$ cat src/rtl/steer_pkg.sv
package steer_pkg;
  localparam int unsigned ERR_W_DEF   = 16;
  localparam int unsigned SHIFT_W_DEF = 4;
  localparam int unsigned INT_W_DEF   = 8;
endpackage

$ cat src/rtl/steer_scale.sv
module steer_scale #(
  parameter int unsigned ERR_W   = 16,
  parameter int unsigned SHIFT_W = 4
) (
  input  logic [ERR_W-1:0]   err_i,
  input  logic [SHIFT_W-1:0] shift_i,
  output logic [ERR_W:0]     mag_o,
  output logic [ERR_W-1:0]   corr_o
);
  logic              neg;
  logic signed [ERR_W:0] ext;
  logic [ERR_W:0]    mag_full;
  logic [ERR_W:0]    corr_wide;

  // magnitude path gives round-toward-zero for negative errors
  always_comb begin
    neg       = err_i[ERR_W-1];
    ext       = {err_i[ERR_W-1], err_i};
    mag_full  = neg ? unsigned'(-ext) : unsigned'(ext);
    mag_o     = mag_full >> shift_i;
    corr_wide = neg ? (~mag_o + 1'b1) : mag_o;
    corr_o    = corr_wide[ERR_W-1:0];
  end
endmodule

$ cat src/rtl/steer_gate.sv
module steer_gate #(
  parameter int unsigned INT_W = 8
) (
  input  logic             clk_i,
  input  logic             rst_ni,
  input  logic             enable_i,
  input  logic             sample_i,
  input  logic             fire_i,
  input  logic [INT_W-1:0] interval_i,
  output logic             ready_o
);
  localparam logic [INT_W-1:0] CNT_MAX = {INT_W{1'b1}};

  logic [INT_W-1:0] cnt_q;

  always_ff @(posedge clk_i or negedge rst_ni) begin
    if (!rst_ni)                         cnt_q <= '0;
    else if (!enable_i || fire_i)        cnt_q <= '0;
    else if (sample_i && cnt_q != CNT_MAX) cnt_q <= cnt_q + 1'b1;
  end

  assign ready_o = (cnt_q >= interval_i);
endmodule

$ cat src/rtl/steer_request.sv
module steer_request #(
  parameter int unsigned ERR_W = 16
) (
  input  logic             clk_i,
  input  logic             rst_ni,
  input  logic             enable_i,
  input  logic             fire_i,
  input  logic [ERR_W-1:0] step_i,
  input  logic             done_i,
  output logic             req_o,
  output logic [ERR_W-1:0] step_o
);
  always_ff @(posedge clk_i or negedge rst_ni) begin
    if (!rst_ni) begin
      req_o  <= 1'b0;
      step_o <= '0;
    end else if (!enable_i) begin
      req_o  <= 1'b0;
      step_o <= '0;
    end else if (req_o) begin
      if (done_i) begin
        req_o  <= 1'b0;
        step_o <= '0;
      end
    end else if (fire_i) begin
      req_o  <= 1'b1;
      step_o <= step_i;
    end
  end
endmodule

$ cat src/rtl/phase_steer_loop.sv
module phase_steer_loop
  import steer_pkg::*;
#(
  parameter int unsigned ERR_W   = ERR_W_DEF,
  parameter int unsigned SHIFT_W = SHIFT_W_DEF,
  parameter int unsigned INT_W   = INT_W_DEF
) (
  input  logic               clk_i,
  input  logic               rst_ni,
  input  logic               enable_i,
  input  logic               err_valid_i,
  input  logic [ERR_W-1:0]   err_i,
  input  logic [SHIFT_W-1:0] tc_shift_i,
  input  logic [ERR_W-1:0]   min_steer_i,
  input  logic [INT_W-1:0]   steer_interval_i,
  input  logic               step_done_i,
  output logic               step_req_o,
  output logic [ERR_W-1:0]   step_o
);
  logic [ERR_W:0]   corr_mag;
  logic [ERR_W-1:0] corr;
  logic             accept, pass, ready, fire;

  steer_scale #(.ERR_W(ERR_W), .SHIFT_W(SHIFT_W)) u_scale (
    .err_i  (err_i),
    .shift_i(tc_shift_i),
    .mag_o  (corr_mag),
    .corr_o (corr)
  );

  // busy loop ignores samples
  assign accept = enable_i && err_valid_i && !step_req_o;
  assign pass   = (corr_mag != '0) && (corr_mag >= {1'b0, min_steer_i});
  assign fire   = accept && pass && ready;

  steer_gate #(.INT_W(INT_W)) u_gate (
    .clk_i     (clk_i),
    .rst_ni    (rst_ni),
    .enable_i  (enable_i),
    .sample_i  (accept),
    .fire_i    (fire),
    .interval_i(steer_interval_i),
    .ready_o   (ready)
  );

  steer_request #(.ERR_W(ERR_W)) u_req (
    .clk_i   (clk_i),
    .rst_ni  (rst_ni),
    .enable_i(enable_i),
    .fire_i  (fire),
    .step_i  (corr),
    .done_i  (step_done_i),
    .req_o   (step_req_o),
    .step_o  (step_o)
  );
endmodule

$ cat config.mk
export PLATFORM = sky130hd
export DESIGN_NAME = phase_steer_loop
export DESIGN_NICKNAME = d
export VERILOG_FILES = /design/src/rtl/steer_pkg.sv /design/src/rtl/steer_scale.sv /design/src/rtl/steer_gate.sv /design/src/rtl/steer_request.sv /design/src/rtl/phase_steer_loop.sv
export SDC_FILE = /design/constraint.sdc
export NUM_CORES = 1
export LEC_CHECK = 0
export BUFFER_PORTS_ARGS = -buffer_cell sky130_fd_sc_hd__buf_4
export CORE_UTILIZATION = 30
export CTS_CLUSTER_DIAMETER = 150
export CTS_CLUSTER_SIZE = 10
export DETAILED_ROUTE_END_ITERATION = 12
export PLACE_DENSITY_LB_ADDON = 0.25
export RECOVER_POWER = 50
export SLEW_MARGIN = 20
export SYNTH_ARGS = -nofsm -noshare
export SYNTH_HDL_FRONTEND = slang
export SYNTH_HIERARCHICAL = 1
export SYNTH_SLANG_ARGS = --single-unit
$ cat constraint.sdc
create_clock -name clk_i -period 2.3 [get_ports clk_i]
set_input_delay 0.23 -clock clk_i [delete_from_list [all_inputs] [get_ports clk_i]]
set_output_delay 0.23 -clock clk_i [all_outputs]
set_load 0.03 [all_outputs]
==> impl_metrics.yaml <==
synth:
  async_flop_share_pct: 100
  yosys.cell_types.count: 87
  avgSynthCellArea_um2: 7.57
  syn_area_um2: 4210
  synth_edf_count: 0
  synth-seq-cells: 25
  synth_ff_type: "dfrtp_1"
  yosysWarnings: 6
  syn-instance-count: 556
  ys_seq_area_share_pct: 14.9
  syn_nets: 632
timing:
  slew_viol_final: 0
  period_share_pct: 170
  setup_viol: 25
  finalWorstSetupSlack_ns: -1.62
  finClkSkew_ns: 0.00399
  rsz0062_at_grt: "true"
  fin_crit_ns: 3.92
  maxSlewHeadroom_pct: 7.14
  clock.fmax_mhz: 255
  worst_slew_pin_slew_ns: 1.39
  hold_viol_final: 0
  fin_setup_tns_ns: -38.14
power_and_ir_drop:
  p_int_mw: 1.19
  pwr-share-seq_pct: 23.8
  clkPwrFrac_pct: 20.7
  power.leakage_nw: 2.90
  p_sw_uw: 674
  fin_total_pwr_mw: 1.86
  power_density_nw_per_um2: 292
  comb_power_share_pct: 55.5
  irDropWorstVdd_mv: 0.309
  swShare_pct: 36.2
grt:
  grt_max_degree: 35
  grt_pass1_vias: 4896
  grt_pass1_wl_um: 24700
  grt_overflow: 0
  grt_antenna_before_repair: 0
  grt.total_usage_pct: 21.0
critical_path:
  startpoint_type: "input port"
  slowest_delay_ns: 0.57
  worstPathArrival_ns: 4.11
  cpMostUsedCell: "buf_4"
  cp.required_ns: 2.49
  cpMaxStageDelayCell: "or4_4"
  critPathCaptureType: "flop"
  path_max_fanout: 6
  crit_type: "in2reg"
  cp_cell_sequence: "buf_6 -> or4_4 -> or4_4 -> buf_4 -> o211ai_1 -> a221oi_2 -> buf_4 -> nand3_1 -> o2111ai_1 -> ha_1 -> a21oi_1 -> o21ai_0 -> a211oi_2 -> a21oi_4 -> buf_4 -> nand2b_4 -> or3_4 -> o21ai_1"
  rr_worst_depth: 10
  rrSetupSlack_ns: -0.28
layout:
  layout-drive-gt1-share_pct: 41.0
  fin_nets: 826
  diodes: 0
  areaGrowthSynthToFinish_pct: 51.9
  stdcell_area_um2: 6390
  final_common_cell: "buf_4"
  utilization_pct: 47.5
  final_cell_mix: "buf_4, nand2_1, inv_1, mux2i_1, dfrtp_1"
routing:
  wl_per_cell_um: 16.5
  vias: 5066
  first_iter_violations: 353
  firstDrtPassIters: 5
  routed_via_density: 5.48
  drc: 0
  drt.antenna.violating_nets: 0
  drt_wl_total_um: 15300
floorplanning:
  start_util_pct: 31.3
  die_height_um: 120
  coreArea_um2: 13500
  die-area_um2: 14500
  dieWidth_um: 120
  fp-row-count: 42
  pin_count: 66
placed_design:
  placed_area_um2: 5930
  post-dp-hpwl_um: 12000
  port_buffers: 65
  place.gp.congestion: 0.914
cts:
  insertion_delay_ns: 0.26
  cts_buffers: 3
  cts_num_sinks: 25
  cts_max_level: 1
  root_buffer: "clkbuf_16"
  clk_pin_slew_ns: 0.06
  clockBufferDepth: 2
  cts_tree: "done"
status:
  outcome: "complete, but fails checks"
  violations: "setup timing"
hold_path:
  whs_path_depth: 2
  hold_class: "in2reg"
job:
  cap_violations: 0
## cell usage after synthesis, types with 4 or more instances
cell type	count	area, um^2
inv_1	42	158
nand2_1	42	158
mux2i_1	28	280
nor2_1	28	105
a21oi_1	27	135
ha_1	27	338
clkbuf_1	26	97.6
dfrtp_1	25	626
o21ai_0	23	115
and2_1	22	138
o21ai_1	19	95.1
nand3b_1	16	120
xnor2_1	16	140
nand3_1	15	75.1
nor3_1	14	70.1
a211oi_1	11	82.6
nand2b_1	10	62.6
nand4_1	9	56.3
nor4_1	9	56.3
o211ai_1	9	67.6
or3_1	6	37.5
a2111oi_0	5	43.8
a21o_1	5	37.5
nor2b_1	5	31.3
o22ai_1	5	31.3
or2_2	5	31.3
or4_1	5	37.5
a21boi_0	4	30.0
and3_1	4	25.0
o221ai_1	4	35.0
o31ai_1	4	30.0
## repair_timing
action | CTS | global route
resized for setup | 26 | 38
hold buffers | 1 | 0
pin swaps | 7 | 20
hold endpoints to repair | 25 | 0
cloned | 1 | 0
endpoints found under the setup margin | 25 | 25
setup buffers | 5 | 5
## logic make-up after synthesis
| family | synth area share (%) |
|---|---|
| simple gates | 28.7 |
| compound gates | 28.4 |
| buf+inv | 8.62 |
| mux | 7.82 |
| fa+ha+maj | 8.03 |
| flops | 14.9 |
| xor+xnor | 3.54 |
| other cells | 0.0891 |
## registers in the layout, indices dropped and copies added (netlist names)
register      count
u_gate/cnt_q      8
u_req/req_o       1
u_req/step_o     16
## worst paths after layout
path	startpoint	end
max in group asynchronous	rst_ni	u_req/step_o[2]
min in group asynchronous	rst_ni	u_req/step_o[11]
worst min register to register	u_gate/cnt_q[4]	u_gate/cnt_q[4]
worst min-delay path	enable_i	u_req/step_o[8]
worst max register to register	u_gate/cnt_q[7]	u_req/step_o[7]
worst max-delay path	err_i[10]	u_gate/cnt_q[3]
## layer usage
layer / vias up / global-route usage [%] / wire length (um)
li1: 2476 / - / -
met1: 2458 / 31.2 / 7550
met2: 125 / 34.3 / 7020
met3: 7 / 1.56 / 631
met4: 0 / 1.08 / 58
met5: - / 0 / 0
## power groups by stage
stage	Clock [mW]	Sequential (mW)	Combinational (mW)
2_1_floorplan	0	0.454	0.497
3_3_place_gp	0	0.451	0.933
3_5_place_dp	0	0.452	0.944
4_1_cts	0.396	0.443	0.979
5_1_grt	0.423	0.443	1.13
6_report	0.385	0.443	1.04
## layout make-up
cell class              instances  area (um^2)
flip-flops and latches         25          626
well taps                     176          220
fillers                      1403         7060
inverters                      44          165
multi-input cells             450         3550
repair buffers                226         1750
clock buffers                   4         78.8
## worst max-delay path: cells and delay by family
kind | cells | cell delay (ns)
AOI/OAI and AO/OA | 8 | 1.31
and+or+nand+nor | 5 | 1.62
adders and majority gates | 1 | 0.35
buffers and inverters | 4 | 0.60
## per-stage QoR
step	hold WS (ns)	setup slack [ns]	cells
floorplan	-0.0656	-1.70	556
global placement	0.155	-2.00	910
detailed placement	0.162	-1.99	910
CTS	0.331	-1.59	920
global route	0.341	-1.75	925
finish	0.340	-1.62	925
No activity file was read; power rests on OpenSTA's default activity.
